**src/rtl/adc_sr_pkg.sv**
```systemverilog
package adc_sr_pkg;
  typedef struct packed {
    logic       spare;
    logic       ref_ext;
    logic       zero_tag;
    logic [2:0] chan;
    logic [1:0] pm;
  } ctrl_t;

  localparam logic [1:0] PM_AUTO = 2'b01;
endpackage

```
**src/rtl/adc_sr_sync.sv**
```systemverilog
module adc_sr_sync #(
  parameter int             W       = 1,
  parameter int             STAGES  = 2,
  parameter logic [W-1:0]   RST_VAL = '0
) (
  input  logic         clk_i,
  input  logic         rst_ni,
  input  logic [W-1:0] d_i,
  output logic [W-1:0] q_o
);
  logic [W-1:0] stg_q [STAGES];

  for (genvar g = 0; g < STAGES; g++) begin : g_stage
    always_ff @(posedge clk_i or negedge rst_ni) begin
      if (!rst_ni) stg_q[g] <= RST_VAL;
      else if (g == 0) stg_q[g] <= d_i;
      else stg_q[g] <= stg_q[(g == 0) ? 0 : g-1];
    end
  end

  assign q_o = stg_q[STAGES-1];
endmodule

```
**src/rtl/adc_sr_frame.sv**
```systemverilog
module adc_sr_frame #(
  parameter int FRAME_LEN   = 16,
  parameter int SAMPLE_EDGE = 2,
  parameter int CTRL_W      = 8,
  localparam int IDX_W      = $clog2(FRAME_LEN)
) (
  input  logic             clk_i,
  input  logic             rst_ni,
  input  logic             cs_s_i,
  input  logic             sclk_s_i,
  input  logic             pm_auto_i,
  output logic             active_o,
  output logic [IDX_W-1:0] out_idx_o,
  output logic             shift_en_o,
  output logic             wr_en_o,
  output logic             sample_o,
  output logic             frame_end_o,
  output logic             done_o,
  output logic             wake_o,
  output logic             track_o
);
  localparam logic [IDX_W-1:0] LAST_IDX = IDX_W'(FRAME_LEN - 1);

  logic             sclk_q, active_q, done_pend_q, fall_seen_q;
  logic [IDX_W-1:0] rise_cnt_q, out_idx_q;
  logic             rise, fall;

  assign rise = ~cs_s_i & sclk_s_i & ~sclk_q;
  assign fall = ~cs_s_i & ~sclk_s_i & sclk_q;

  always_ff @(posedge clk_i or negedge rst_ni) begin
    if (!rst_ni) sclk_q <= 1'b0;
    else         sclk_q <= sclk_s_i;
  end

  always_ff @(posedge clk_i or negedge rst_ni) begin
    if (!rst_ni) begin
      active_q    <= 1'b0;
      rise_cnt_q  <= '0;
      out_idx_q   <= '0;
      done_pend_q <= 1'b0;
      fall_seen_q <= 1'b0;
    end else if (cs_s_i) begin
      active_q    <= 1'b0;
      rise_cnt_q  <= '0;
      out_idx_q   <= '0;
      done_pend_q <= 1'b0;
      fall_seen_q <= 1'b0;
    end else begin
      active_q <= 1'b1;
      if (rise) begin
        rise_cnt_q  <= (rise_cnt_q == LAST_IDX) ? '0 : rise_cnt_q + 1'b1;
        done_pend_q <= (rise_cnt_q == LAST_IDX);
      end
      if (fall) begin
        // bit index follows rising edges seen, so a leading fall keeps bit 0
        out_idx_q   <= rise_cnt_q;
        fall_seen_q <= 1'b1;
        done_pend_q <= 1'b0;
      end
    end
  end

  assign active_o    = active_q;
  assign out_idx_o   = out_idx_q;
  assign shift_en_o  = rise && (rise_cnt_q < IDX_W'(CTRL_W));
  assign wr_en_o     = rise && (rise_cnt_q == IDX_W'(CTRL_W - 1));
  assign sample_o    = rise && (rise_cnt_q == IDX_W'(SAMPLE_EDGE - 1));
  assign frame_end_o = rise && (rise_cnt_q == LAST_IDX);
  assign done_o      = fall && done_pend_q;
  assign wake_o      = fall && !fall_seen_q && pm_auto_i;
  assign track_o     = active_q && (rise_cnt_q < IDX_W'(SAMPLE_EDGE));

  p_sample_pulse_r3: assert property (@(posedge clk_i) disable iff (!rst_ni)
    sample_o |=> !sample_o);
  p_track_drop_r3: assert property (@(posedge clk_i) disable iff (!rst_ni)
    sample_o |=> !track_o);
  p_release_r6: assert property (@(posedge clk_i) disable iff (!rst_ni)
    cs_s_i |=> !active_o);
  p_wake_once_r11: assert property (@(posedge clk_i) disable iff (!rst_ni)
    wake_o |=> !wake_o);
  p_done_after_end_r10: assert property (@(posedge clk_i) disable iff (!rst_ni)
    frame_end_o |=> !done_o);
endmodule

```
**src/rtl/adc_sr_ctrl.sv**
```systemverilog
module adc_sr_ctrl
  import adc_sr_pkg::*;
#(
  parameter int CTRL_W = 8
) (
  input  logic       clk_i,
  input  logic       rst_ni,
  input  logic       din_s_i,
  input  logic       shift_en_i,
  input  logic       wr_en_i,
  input  logic       frame_end_i,
  output ctrl_t      ctrl_o,
  output logic [2:0] chan_o
);
  logic [CTRL_W-1:0] shift_q;
  ctrl_t             ctrl_q;
  logic [2:0]        shadow_q;

  always_ff @(posedge clk_i or negedge rst_ni) begin
    if (!rst_ni) begin
      shift_q  <= '0;
      ctrl_q   <= '0;
      shadow_q <= '0;
    end else begin
      if (shift_en_i) shift_q <= {shift_q[CTRL_W-2:0], din_s_i};
      if (wr_en_i)    ctrl_q  <= ctrl_t'({shift_q[CTRL_W-2:0], din_s_i});
      if (frame_end_i) shadow_q <= ctrl_q.chan;
    end
  end

  assign ctrl_o = ctrl_q;
  assign chan_o = shadow_q;

  p_ctrl_hold_r9: assert property (@(posedge clk_i) disable iff (!rst_ni)
    !wr_en_i |=> $stable(ctrl_q));
  p_shadow_hold_r8: assert property (@(posedge clk_i) disable iff (!rst_ni)
    !frame_end_i |=> $stable(shadow_q));
endmodule

```
**src/rtl/adc_sr_dout.sv**
```systemverilog
module adc_sr_dout #(
  parameter int DATA_W     = 12,
  parameter int LEAD_ZEROS = 4,
  localparam int FRAME_LEN = DATA_W + LEAD_ZEROS,
  localparam int IDX_W     = $clog2(FRAME_LEN)
) (
  input  logic              clk_i,
  input  logic              rst_ni,
  input  logic              sample_i,
  input  logic              active_i,
  input  logic [IDX_W-1:0]  out_idx_i,
  input  logic [DATA_W-1:0] conv_data_i,
  output logic              dout_o
);
  logic [DATA_W-1:0]    data_q;
  logic [FRAME_LEN-1:0] word;
  logic [IDX_W-1:0]     bit_sel;

  always_ff @(posedge clk_i or negedge rst_ni) begin
    if (!rst_ni)       data_q <= '0;
    else if (sample_i) data_q <= conv_data_i;
  end

  assign word    = {{LEAD_ZEROS{1'b0}}, data_q};
  assign bit_sel = IDX_W'(FRAME_LEN - 1) - out_idx_i;
  assign dout_o  = active_i & word[bit_sel];

  p_lead_zero_r5: assert property (@(posedge clk_i) disable iff (!rst_ni)
    (out_idx_i < IDX_W'(LEAD_ZEROS)) |-> !dout_o);
  p_data_hold_r5: assert property (@(posedge clk_i) disable iff (!rst_ni)
    !sample_i |=> $stable(data_q));
endmodule

```
**src/rtl/adc_serial_responder.sv**
```systemverilog
module adc_serial_responder
  import adc_sr_pkg::*;
#(
  parameter int DATA_W      = 12,
  parameter int LEAD_ZEROS  = 4,
  parameter int SAMPLE_EDGE = 2,
  parameter int SYNC_STAGES = 2,
  localparam int CTRL_W     = $bits(ctrl_t),
  localparam int FRAME_LEN  = DATA_W + LEAD_ZEROS,
  localparam int IDX_W      = $clog2(FRAME_LEN)
) (
  input  logic              clk_i,
  input  logic              rst_ni,
  input  logic              cs_ni,
  input  logic              sclk_i,
  input  logic              din_i,
  input  logic [DATA_W-1:0] conv_data_i,
  output logic              dout_o,
  output logic              dout_oe_o,
  output logic              track_o,
  output logic              sample_o,
  output logic [2:0]        sample_chan_o,
  output logic              conv_done_o,
  output logic              wake_o,
  output logic [7:0]        ctrl_o
);
  logic             cs_s, sclk_s, din_s;
  logic             active, shift_en, wr_en, frame_end;
  logic [IDX_W-1:0] out_idx;
  ctrl_t            ctrl_q;

  adc_sr_sync #(.W(3), .STAGES(SYNC_STAGES), .RST_VAL(3'b100)) u_sync (
    .clk_i (clk_i),
    .rst_ni(rst_ni),
    .d_i   ({cs_ni, sclk_i, din_i}),
    .q_o   ({cs_s, sclk_s, din_s})
  );

  adc_sr_frame #(.FRAME_LEN(FRAME_LEN), .SAMPLE_EDGE(SAMPLE_EDGE), .CTRL_W(CTRL_W)) u_frame (
    .clk_i      (clk_i),
    .rst_ni     (rst_ni),
    .cs_s_i     (cs_s),
    .sclk_s_i   (sclk_s),
    .pm_auto_i  (ctrl_q.pm == PM_AUTO),
    .active_o   (active),
    .out_idx_o  (out_idx),
    .shift_en_o (shift_en),
    .wr_en_o    (wr_en),
    .sample_o   (sample_o),
    .frame_end_o(frame_end),
    .done_o     (conv_done_o),
    .wake_o     (wake_o),
    .track_o    (track_o)
  );

  adc_sr_ctrl #(.CTRL_W(CTRL_W)) u_ctrl (
    .clk_i      (clk_i),
    .rst_ni     (rst_ni),
    .din_s_i    (din_s),
    .shift_en_i (shift_en),
    .wr_en_i    (wr_en),
    .frame_end_i(frame_end),
    .ctrl_o     (ctrl_q),
    .chan_o     (sample_chan_o)
  );

  adc_sr_dout #(.DATA_W(DATA_W), .LEAD_ZEROS(LEAD_ZEROS)) u_dout (
    .clk_i      (clk_i),
    .rst_ni     (rst_ni),
    .sample_i   (sample_o),
    .active_i   (active),
    .out_idx_i  (out_idx),
    .conv_data_i(conv_data_i),
    .dout_o     (dout_o)
  );

  assign dout_oe_o = active;
  assign ctrl_o    = ctrl_q;

  p_cs_release_r6: assert property (@(posedge clk_i) disable iff (!rst_ni)
    $rose(cs_s) |=> !dout_oe_o);
  p_strobe_in_frame_r3: assert property (@(posedge clk_i) disable iff (!rst_ni)
    sample_o |-> !cs_s);
endmodule

```
**config.mk**
```make
export PLATFORM = sky130hd
export DESIGN_NAME = adc_serial_responder
export DESIGN_NICKNAME = d
export VERILOG_FILES = /design/src/rtl/adc_sr_pkg.sv /design/src/rtl/adc_sr_sync.sv /design/src/rtl/adc_sr_frame.sv /design/src/rtl/adc_sr_ctrl.sv /design/src/rtl/adc_sr_dout.sv /design/src/rtl/adc_serial_responder.sv
export SDC_FILE = /design/constraint.sdc
export NUM_CORES = 1
export LEC_CHECK = 0
export BUFFER_PORTS_ARGS = -buffer_cell sky130_fd_sc_hd__clkbuf_2
export CELL_PAD_IN_SITES_DETAIL_PLACEMENT = 0
export CELL_PAD_IN_SITES_GLOBAL_PLACEMENT = 1
export CORE_MARGIN = 4
export CORE_UTILIZATION = 32
export DETAILED_ROUTE_END_ITERATION = 8
export PLACE_DENSITY = 0.68
export SYNTH_ARGS = -nofsm -noshare
export SYNTH_HDL_FRONTEND = slang
export SYNTH_HIERARCHICAL = 1
export SYNTH_SLANG_ARGS = --single-unit
```
**constraint.sdc**
```tcl
create_clock -name clk_i -period 3.35 [get_ports clk_i]
set_input_delay 0.5025 -clock clk_i [delete_from_list [all_inputs] [get_ports clk_i]]
set_output_delay 0.5025 -clock clk_i [all_outputs]
set_load 0.01 [all_outputs]
```
# After elaboration in Yosys (flattened, before gate mapping)
# Cells that the tools add are included.
# word_totals
ram_bits	0
regBits	48
latch_bits	0
memories	0
in_bits	17
mem_bits_ro	0
# classes
div_mod_pow	0
reduce_logical	12
n_addsub	2
multipliers	0
magnitude_cmp	3
bitwise	8
eq_ne	4
shifts	0
mux	13
# ops
cell	n
4-bit 2-to-1 mux	5
1-bit logical AND	8
1-bit 2-to-1 mux	7
1-bit AND	5
4-bit by 5-bit < comparator with 1-bit output (second input constant)	1
4-bit by 1-bit adder with 4-bit output (second input constant)	1
1-bit binary-select mux with 4-bit select	1
4-bit by 1-bit equality test with 1-bit output (second input constant)	1
4-bit by 3-bit equality test with 1-bit output (second input constant)	1
4-bit equality test (second input constant)	1
4-bit by 2-bit < comparator with 1-bit output (second input constant)	1
4-bit < comparator (second input constant)	1
2-bit nonzero test	2
4-bit subtractor (first input constant)	1
1-bit NOT	3
3-bit nonzero test	1
2-bit by 1-bit equality test with 1-bit output (second input constant)	1
1-bit logical NOT	1

# Depth between registers and ports, before layout
# Gate-level depths: netlist of the first run.
# logic_depth
depth_word	6
mapped_depth	6
ltp_nobuf	4

# Cells and area by module
# The synthesis of the first run kept the hierarchy.
# by_module_without_submodules
mod	area_each_um2	instances	cells_per_inst
adc_sr_ctrl	732.0	1	38
adc_sr_frame	603.1	1	57
adc_sr_dout	551.8	1	34
adc_sr_sync	175.2	1	9
adc_serial_responder	13.8	1	1

# Worst setup path before layout of the first run
# No wires, ideal clock.
# synth_path
path_type	flip-flop to output port
startpoint	register u_frame.out_idx_q[3] (netlist: u_frame/out_idx_o[3])
endpoint	output port dout_o
path_buffers	0
path_stages_with_launch	4
slack_ns	1.535
required_ns	2.847
arrival_time_ns	1.312
path_cell_list	dfrtp_1 > mux4_1 > a2bb2oi_1 > a41o_1
# synth_via
elab_chain_len	4
# synth_rtl
item	line	source
from (decl)	adc_sr_frame.sv:25	logic [IDX_W-1:0] rise_cnt_q, out_idx_q;
from (signal assigned)	adc_sr_frame.sv:57	out_idx_q <= rise_cnt_q;
4-bit subtractor	adc_sr_dout.sv:25	assign bit_sel = IDX_W'(FRAME_LEN - 1) - out_idx_i;
1-bit binary-select mux with 4-bit select	adc_sr_dout.sv:26	assign dout_o = active_i & word[bit_sel];
1-bit 2-to-1 mux (not written as such)	adc_sr_dout.sv:26	
1-bit AND	adc_sr_dout.sv:26	
to (decl)	adc_serial_responder.sv:18	output logic dout_o,
# Every way passes these cells. The select of a mux whose other input is x is not followed.

# Worst setup path after layout of the first run
# layout_path
startpoint	register u_frame.sclk_q
endpoint	output port sample_o
# layout_via
elab_chain_len	3
# layout_rtl
item	line	source
from (decl)	adc_sr_frame.sv:24	logic sclk_q, active_q, done_pend_q, fall_seen_q;
from (signal assigned)	adc_sr_frame.sv:33	else sclk_q <= sclk_s_i;
1-bit NOT	adc_sr_frame.sv:28	assign rise = ~cs_s_i & sclk_s_i & ~sclk_q;
1-bit AND	adc_sr_frame.sv:28	
1-bit logical AND	adc_sr_frame.sv:68	assign sample_o = rise && (rise_cnt_q == IDX_W'(SAMPLE_EDGE - 1));
to (decl)	adc_serial_responder.sv:21	output logic sample_o,
# Every way passes these cells.

==> results of run 1 <==
## cell families (layout without fill, tap and decap cells)
| family | count (synthesis) | after routing | synth area share [%] |
|---|---|---|---|
| and+or+nand+nor | 30 | 30 | 9.825 |
| buffers and inverters | 11 | 45 | 3.375 |
| xor gates and xnor gates | 1 | 1 | 0.4220 |
| adders and majority gates | 2 | 2 | 1.205 |
| AOI/OAI and AO/OA | 9 | 9 | 2.954 |
| muxes | 38 | 38 | 24.23 |
| DFF | 48 | 48 | 57.99 |
## how the worst max path moves through the flow
stage,cells past startpoint,slack [ns],end
2_1_floorplan,3,1.54,dout_o
3_3_place_gp,5,1.10,sample_o
3_5_place_dp,5,1.08,sample_o
4_1_cts,5,0.72,sample_o
5_1_grt,5,0.60,sample_o
6_report,5,0.77,sample_o
## synthesized netlist by cell type (all sizes together), types with 3 or more instances
master	number
buf	7
inv	3
a21oi	5
nand2	3
mux2	30
dfrtp	46
mux2i	6
nor2	6
## registers in the layout, summed over array words and instances (netlist names)
register,cells
u_frame/out_idx_o,4
u_dout/data_q,12
u_frame/done_pend_q,1
u_sync/q_o,3
u_ctrl/shift_q,7
u_ctrl/ctrl_o,8
u_frame/active_o,1
u_sync/stg_q,3
u_frame/sclk_q,1
u_frame/rise_cnt_q,4
u_ctrl/chan_o,3
u_frame/fall_seen_q,1
## routing by layer
layer | share of wire, % | track usage [%] | vias up
met2 | 44 | 15.23 | 38
met5 | 0 | 0 | -
li1 | - | - | 555
met3 | 7.2 | 4.004 | 6
met1 | 48 | 14.13 | 556
met4 | 1.0 | 2.885 | 0
## placed cells by master (no fill, tap or decap), types with 2 or more instances in the layout
| master | count |
|---|---|
| dfrtp_1 | 46 |
| clkbuf_2 | 33 |
| mux2_4 | 15 |
| mux2_2 | 15 |
| mux2i_1 | 6 |
| nor2_1 | 6 |
| clkbuf_8 | 5 |
| a21oi_1 | 4 |
| inv_1 | 3 |
| nand2_1 | 3 |
| buf_4 | 2 |
| nand3_1 | 2 |
| nor3b_1 | 2 |
| nand3b_1 | 2 |
| ha_1 | 2 |
| dfstp_2 | 2 |
## worst max-delay path: stages, from the launching register on
cell and delay [ns]:
dfrtp_1 0.41, nand2b_2 0.24, nor3_2 0.13, buf_4 0.23, and3b_1 0.53, clkbuf_2 0.23
## area by class of cell
class / count / share of cell area, %
inverters: 3 / 0.4749
clock inverters: 1 / 0.2111
well taps: 77 / 4.063
flip-flops and latches: 48 / 50.77
repair buffers: 35 / 7.599
multi-input cells: 80 / 33.83
clock buffers: 6 / 3.061
## per-stage QoR
step / utilization, % / setup WS (ns)
after CTS: 37.55 / 0.7249
after detailed placement: 36.33 / 1.076
final: 37.55 / 0.7721
after global routing: 37.55 / 0.6029
after floorplan: - / 1.535
after global placement: 36.33 / 1.102
## where the power goes
part	total [mW]	switching (mW)	internal [mW]
Combinational	0.147	0.0472	0.0995
Sequential	0.711	0.0537	0.657
Clock	0.318	0.176	0.142
==> metrics.txt, run 1 <==
initial antenna violation count 0; total power 1.176 mW; Crit. End Element output port; pwr/cell area 495.8 nW/um2; Top FF cell, synth dfrtp_1; H-tree depth 2; worst slew pin tran 0.8953 ns; Worst IR Drop VDD 0.0002346 V; Post-CTS Hold Fix Bufs 0; worst flop-to-flop path endpoint u_dout/data_q[0]; final wirelength 3.591 mm; post-route cell area 2371 um2; Max Fanout on Critical Path 13; Hold Path End u_sync/stg_q[5]; Yosys top cell area share 55.46%; Cells after Synth 139; CP startpoint u_frame/sclk_q; diode count 0; Setup TNS Final 0 ns; register area share after synthesis 57.99%; critical path launch point type register; clock transition at the registers of the reported paths 0.08 ns; latest clock arrival within the worst-skew pair 0.30 ns; DPL Wire Length 2.542 mm; multi-input logic area 802.0 um2; total CTS buffers 5; CTS max path bufs 2; Post-Place Cell Area 2293 um2; GRT Resource Usage Total 10.29%; fraction of layout cells with a size suffix above 1 46.82%; cell count after placement 243; number of distinct library cells after synthesis 40; vias in the first global route 1204; internal reg-to-reg setup slack 1.29 ns; routability congestion estimate 0.7221; Final Cycle Share 76.95%; Hold Crit Depth 1; Remaining Overflow, GRT 0; Initial DRC Count 46; relative slew slack 40.31%; ys async rst share 100.0%; CP Data Required Time 2.85 ns; # rows 29; Yosys warning count 6; final setup skew 0.007670 ns; Via density 4.620; Post-Syn Nets 158; I/O pin count 34; max cap viols 0; Hold Violations, Final 0; mapped cell area 2076 um2; starting density of the core 32.88%; Gates resized, CTS repair 0; #FFs+latches synth 48; Worst R2R Start u_frame/sclk_q; PortBufs 33; first-pass GRT wire length 6.085 mm; Die W 88.54 um; Clock Tree Root clkbuf_8; min-delay worst type input port to register; Final #Nets 192; Setup CP Type register to output port; Core Region 6314 um2; RSZ-0062 raised after global routing no; routed wire length per instance 14.36 um; Yosys top cell by area dfrtp_1; Layout Cells excl Fill 250; pin count of the biggest net entering global routing 38; worst hold slack 0.2832 ns; DRT Pass-1 Iters 4; WP data arrival 2.08 ns; crit path time final 2.578 ns; main area contributors after synthesis dfrtp_1 55%, mux2_4 11%, mux2_2 8.1%; clock sink count 48; Die Y 88.54 um; Die Area 7839 um2; R2R cell count 5; Fillers 638; # setup viols final 0; Area Growth Syn to Fin 14.23%; Mean Syn Cell Area 14.93 um2; FF+latch area 1204 um2; CTS tree yes; drc violations 0; fmax 387.9 MHz; max-slew violation count 0; leak pwr 1.151 nW; DRT antenna net count 0; vias 1155; number of synthesized flops with an enable pin 0; post-CTS setup buffers 0; status finished clean; Worst Hold Launch cs_ni
(Power assumes the default switching activity.)
==> run 2: changes to the inputs <==
--- a/config.mk
+++ b/config.mk
@@ -5,13 +5,14 @@
 export SDC_FILE = /design/constraint.sdc
 export NUM_CORES = 1
 export LEC_CHECK = 0
+export ABC_AREA = 1
 export BUFFER_PORTS_ARGS = -buffer_cell sky130_fd_sc_hd__clkbuf_2
 export CELL_PAD_IN_SITES_DETAIL_PLACEMENT = 0
 export CELL_PAD_IN_SITES_GLOBAL_PLACEMENT = 1
 export CORE_MARGIN = 4
 export CORE_UTILIZATION = 32
 export DETAILED_ROUTE_END_ITERATION = 8
-export PLACE_DENSITY = 0.68
+export PLACE_DENSITY = 0.73
 export SYNTH_ARGS = -nofsm -noshare
 export SYNTH_HDL_FRONTEND = slang
 export SYNTH_HIERARCHICAL = 1
==> constraint.sdc (replaced) <==
create_clock -name clk_i -period 2.38 [get_ports clk_i]
set_input_delay 0.357 -clock clk_i [delete_from_list [all_inputs] [get_ports clk_i]]
set_output_delay 0.357 -clock clk_i [all_outputs]
set_load 0.01 [all_outputs]
==> metrics.txt, run 2 <==
R2R cell count 4; first-pass GRT wire length 6.920 mm; FF+latch area 1204 um2; pin count of the biggest net entering global routing 34; sw frac 25.95%; Yosys top cell area share 55.96%; Initial DRC Count 66; Die Y 88.18 um; routability congestion estimate 0.7866; Core Region 6061 um2; Mean Syn Cell Area 8.753 um2; relative slew slack 57.36%; max cap viols 0; Reg with most FFs u_dout/data_q; internal reg-to-reg setup slack 0.60 ns; starting density of the core 33.94%; min-delay worst type input port to register; Top FF cell, synth dfrtp_1; sw power 0.4290 mW; total CTS buffers 5; clock transition at the registers of the reported paths 0.08 ns; Comb power frac 11.3%; # setup viols final 0; Setup TNS Final 0 ns; initial antenna violation count 0; most frequent cell after synthesis nand2_1; status finished clean; commonest non-fill, non-tap cell in the layout nand2_1; CTS max path bufs 2; drc violations 0; Place WS 0.4967 ns; Yosys top cell by area dfrtp_1; Clock Tree Root clkbuf_8; vias 1490; #FFs+latches synth 48; register area share after synthesis 58.52%; H-tree depth 2; routed wire length per instance 11.40 um; latest clock arrival within the worst-skew pair 0.30 ns; WP data arrival 1.82 ns; number of synthesized flops with an enable pin 0; worst slew pin tran 0.6368 ns; diode count 0; WL met1 1.989 mm; PortBufs 33; CP Data Required Time 2.02 ns; I/O pin count 34; multi-input logic area 678.2 um2; critical path's top delay family simple AND/OR/NAND/NOR gates; Area Growth Syn to Fin 15.75%; DRT antenna net count 0; Worst R2R Start u_sync/q_o[2]; Yosys warning count 6; clock sink count 48; Reg power frac 58.2%; DRT Pass-1 Iters 4; max-slew violation count 0; commonest cells after routing, fill and taps aside 98 x nand2_1, 46 x dfrtp_1, 33 x clkbuf_2; Post-CTS Hold Fix Bufs 1; main area contributors after synthesis dfrtp_1 56%, nand2_1 18%, inv_1 3.6%; Fillers 635; crit path time final 2.181 ns; fraction of layout cells with a size suffix above 1 21.69%; # rows 28; top layer in use met4; Die W 88.18 um; Setup CP Type register to output port; Slowest-stage cell, CP nor3b_2; Cells after Synth 235; Gates resized, CTS repair 0; DPL Wire Length 2.903 mm; CTS tree yes; worst flop-to-flop path endpoint u_dout/data_q[9]; Hold Violations, Final 0; final setup skew 0.01037 ns; critical path launch point type register; Remaining Overflow, GRT 0; Final Cycle Share 91.63%; leak pwr 1.259 nW; Levels on crit path 4; GRT Resource Usage Total 11.47%; ys async rst share 100.0%; final wirelength 3.957 mm; cell chain of the critical path inv_2 -> nand3_1 -> nor3b_2 -> clkbuf_2; Final #Nets 290; pwr/cell area 694.4 nW/um2; WP buf/inv 2; Max Fanout on Critical Path 11; CP startpoint u_sync/q_o[2]; Post-Syn Nets 254; worst setup path endpoint sample_o; Crit. End Element output port; number of distinct library cells after synthesis 23; max reg flops 12; max incr delay on CP 0.58 ns; Worst IR Drop VDD 0.0002518 V; fmax 458.6 MHz; mapped cell area 2057 um2; worst setup margin 0.1993 ns; Routed met3 length 163 um; Synth top cells by count 98 x nand2_1, 46 x dfrtp_1, 20 x inv_1; Via density 4.294; metal2 WL 1.743 mm; post-CTS setup buffers 0; Die Area 7775 um2; vias in the first global route 1521; Internal 1.224 mW; Clk pwr share 30.5%; RSZ-0062 raised after global routing no
[run 2: worst register-to-register path, delay by kind of cell, from the launching register on]
family        cells  cell delay (ns)
mux               1             0.39
flops             1             0.39
simple gates      2             0.77
buf+inv           1             0.12
[run 2: final cells by class]
type                       instances  share of cell area (%)
tap                               75                   3.941
inverter                          27                   4.467
clock inverter                     1                  0.3153
multi-input combinational        151                   28.48
timing repair buffer              38                   8.618
clock buffer                       7                   3.626
sequential                        48                   50.55
[run 2: cells by family after synthesis]
family          Yosys count  synth area share [%]
compound gates           19                 4.805
fa+ha+maj                 2                 1.216
buf+inv                  36                 8.759
flops                    48                 58.52
mux                       3                 1.642
simple gates            127                 25.06
[run 2: worst min-delay path by stage]
stage / from / to / slack (ns) / depth (start not counted)
floorplan: rst_ni / u_ctrl/chan_o[0] / 0.06 / 0
detailed placement: rst_ni / u_sync/q_o[1] / 0.31 / 1
global placement: rst_ni / u_sync/stg_q[4] / 0.31 / 1
finish: cs_ni / u_sync/stg_q[5] / 0.13 / 1
CTS: cs_ni / u_sync/stg_q[5] / 0.12 / 1
global route: cs_ni / u_sync/stg_q[5] / 0.11 / 1
[run 2: through the flow]
stage,hold slack (ns),cell area (um2),power (mW),instances,utilization (%)
floorplan,0.06141,2057,1.101,235,-
global placement,0.3072,2277,1.163,338,37.57
detailed placement,0.3059,2277,1.172,338,37.57
CTS,0.1233,2381,1.682,347,39.29
global route,0.1100,2381,1.756,347,39.29
finish,0.1347,2381,1.653,347,39.29
[run 2: power by group through the flow]
stage                     combinational (mW)  clock (mW)  sequential [mW]
after global routing                   0.221       0.560            0.974
after CTS                              0.194       0.524            0.963
final                                  0.187       0.504            0.962
after detailed placement               0.191           0            0.980
after floorplan                        0.137           0            0.964
after global placement                 0.187           0            0.976
[run 2: metal layers]
layer	vias to the layer above	GRT usage [%]
met5	-	0
met4	0	4.533
met3	7	3.293
met2	23	16.86
met1	675	15.93
li1	785	-
==> run 3: changes to the inputs <==
--- a/config.mk
+++ b/config.mk
@@ -5,14 +5,14 @@
 export SDC_FILE = /design/constraint.sdc
 export NUM_CORES = 1
 export LEC_CHECK = 0
-export ABC_AREA = 1
+export ABC_AREA = 0
 export BUFFER_PORTS_ARGS = -buffer_cell sky130_fd_sc_hd__clkbuf_2
 export CELL_PAD_IN_SITES_DETAIL_PLACEMENT = 0
 export CELL_PAD_IN_SITES_GLOBAL_PLACEMENT = 1
 export CORE_MARGIN = 4
 export CORE_UTILIZATION = 32
 export DETAILED_ROUTE_END_ITERATION = 8
-export PLACE_DENSITY = 0.73
+export PLACE_DENSITY = 0.68
 export SYNTH_ARGS = -nofsm -noshare
 export SYNTH_HDL_FRONTEND = slang
 export SYNTH_HIERARCHICAL = 1
==> metrics.txt, run 3 (synthesis gave the netlist of run 1 again) <==
status finished clean; RSZ-0062 raised after global routing no; H-tree depth 2; WP data arrival 1.83 ns; Crit. End Element output port; commonest non-fill, non-tap cell in the layout dfrtp_1; fraction of layout cells with a size suffix above 1 48.30%; Die Y 88.54 um; Remaining Overflow, GRT 0; routed wire length per instance 14.64 um; commonest cells after routing, fill and taps aside 46 x dfrtp_1, 33 x clkbuf_2, 15 x mux2_4, 15 x mux2_2; final wirelength 3.704 mm; relative slew slack 60.25%; first-pass GRT wire length 6.375 mm; # rows 29; Area Growth Syn to Fin 15.79%; Worst IR Drop VDD 0.0003511 V; clock sink count 48; max cap viols 0; total CTS buffers 5; worst slew pin tran 0.5962 ns; Comb power frac 12.2%; I/O pin count 34; leak pwr 1.164 nW; Internal 1.302 mW; Die Area 7839 um2; Fillers 622; Final #Nets 194; Max Fanout on Critical Path 5; sw frac 23.41%; Slowest-stage cell, CP mux4_1; sw power 0.3980 mW; CTS max path bufs 2; vias in the first global route 1283; crit path time final 2.186 ns; Core Region 6314 um2; DRT antenna net count 0; Clk pwr share 28.7%; final setup skew 0.006810 ns; CTS tree yes; Initial DRC Count 36; Via density 4.625; Reg power frac 59.1%; Setup TNS Final 0 ns; routability congestion estimate 0.7286; starting density of the core 32.88%; cell chain of the critical path mux4_1 -> a2bb2oi_1 -> a41o_1 -> clkbuf_2; drc violations 0; post-layout util 38.07%; GRT Resource Usage Total 10.60%; fmax 457.5 MHz; Clock Tree Root clkbuf_8; Reg with most FFs u_dout/data_q; Hold Violations, Final 0; critical path launch point type register; CP Data Required Time 2.02 ns; latest clock arrival within the worst-skew pair 0.29 ns; FF+latch area 1204 um2; PortBufs 33; Die W 88.54 um; clock transition at the registers of the reported paths 0.08 ns; max reg flops 12; max-slew violation count 0; vias 1170; pin count of the biggest net entering global routing 25; Setup CP Type register to output port; DRT Pass-1 Iters 4; pwr/cell area 707.5 nW/um2; diode count 0; initial antenna violation count 0; min-delay worst type input port to async pin; # setup viols final 0; multi-input logic area 803.3 um2; Final Cycle Share 91.84%; DPL Wire Length 2.626 mm; max incr delay on CP 0.60 ns
run 3: path summary, 6_finish.rpt:
kind,end,slack [ns],cells after the start,startpoint
worst max-delay path,dout_o,0.19,4,u_frame/out_idx_o[3]
worst min-delay path,u_dout/data_q[1],0.05,1,rst_ni
worst max register to register,u_ctrl/ctrl_o[6],0.53,6,u_frame/sclk_q
worst min register to register,u_sync/q_o[1],0.35,0,u_sync/stg_q[4]
max in group asynchronous,u_sync/q_o[2],1.61,2,rst_ni
min in group clk_i,u_sync/stg_q[5],0.14,1,cs_ni
run 3: critical path: cells and delay by family (launching register included):
kind / cells / cell delay, ns
mux: 1 / 0.60
flops: 1 / 0.42
buf+inv: 1 / 0.13
compound gates: 2 / 0.40
run 3: stage by stage:
step / worst slack, ns / instance area [um2] / std cells / power [mW] / hold slack (ns)
global route: 0.1165 / 2404 / 253 / 1.794 / 0.1006
global placement: 0.4489 / 2308 / 245 / 1.221 / 0.3347
detailed placement: 0.4093 / 2308 / 245 / 1.232 / 0.3355
floorplan: 0.6060 / 2076 / 139 / 1.156 / 0.06141
CTS: 0.06664 / 2402 / 253 / 1.731 / 0.07060
finish: 0.1942 / 2404 / 253 / 1.700 / 0.05276
run 3: power groups by stage:
stage	clock [mW]	sequential, mW	combinational [mW]
floorplan	0	0.989	0.167
global placement	0	1.02	0.202
detailed placement	0	1.02	0.212
CTS	0.513	1.01	0.212
global route	0.544	1.02	0.231
finish	0.488	1.00	0.208
run 3: final cells by class:
| type | count | share of cell area (%) |
|---|---|---|
| Clock inverter | 1 | 0.3123 |
| Timing Repair Buffer | 37 | 8.121 |
| Sequential cell | 48 | 50.08 |
| Multi-Input combinational cell | 80 | 33.42 |
| Clock buffer | 7 | 3.592 |
| Tap cell | 77 | 4.008 |
| Inverter | 3 | 0.4685 |
run 3: layer usage:
| layer | vias up | GRT usage, % | wire (um) |
|---|---|---|---|
| met1 | 569 | 14.62 | 1826 |
| met4 | 0 | 3.297 | 34 |
| met3 | 5 | 3.073 | 252 |
| met2 | 38 | 16.18 | 1590 |
| li1 | 558 | - | - |
| met5 | - | 0 | 0 |
run 3: what timing repair did:
item / CTS / global route
resized for setup: 0 / 1
endpoints found under the setup margin: 0 / 1
endpoints found under the hold margin: 0 / 0
hold buffers: 0 / 0
setup buffers: 0 / 0
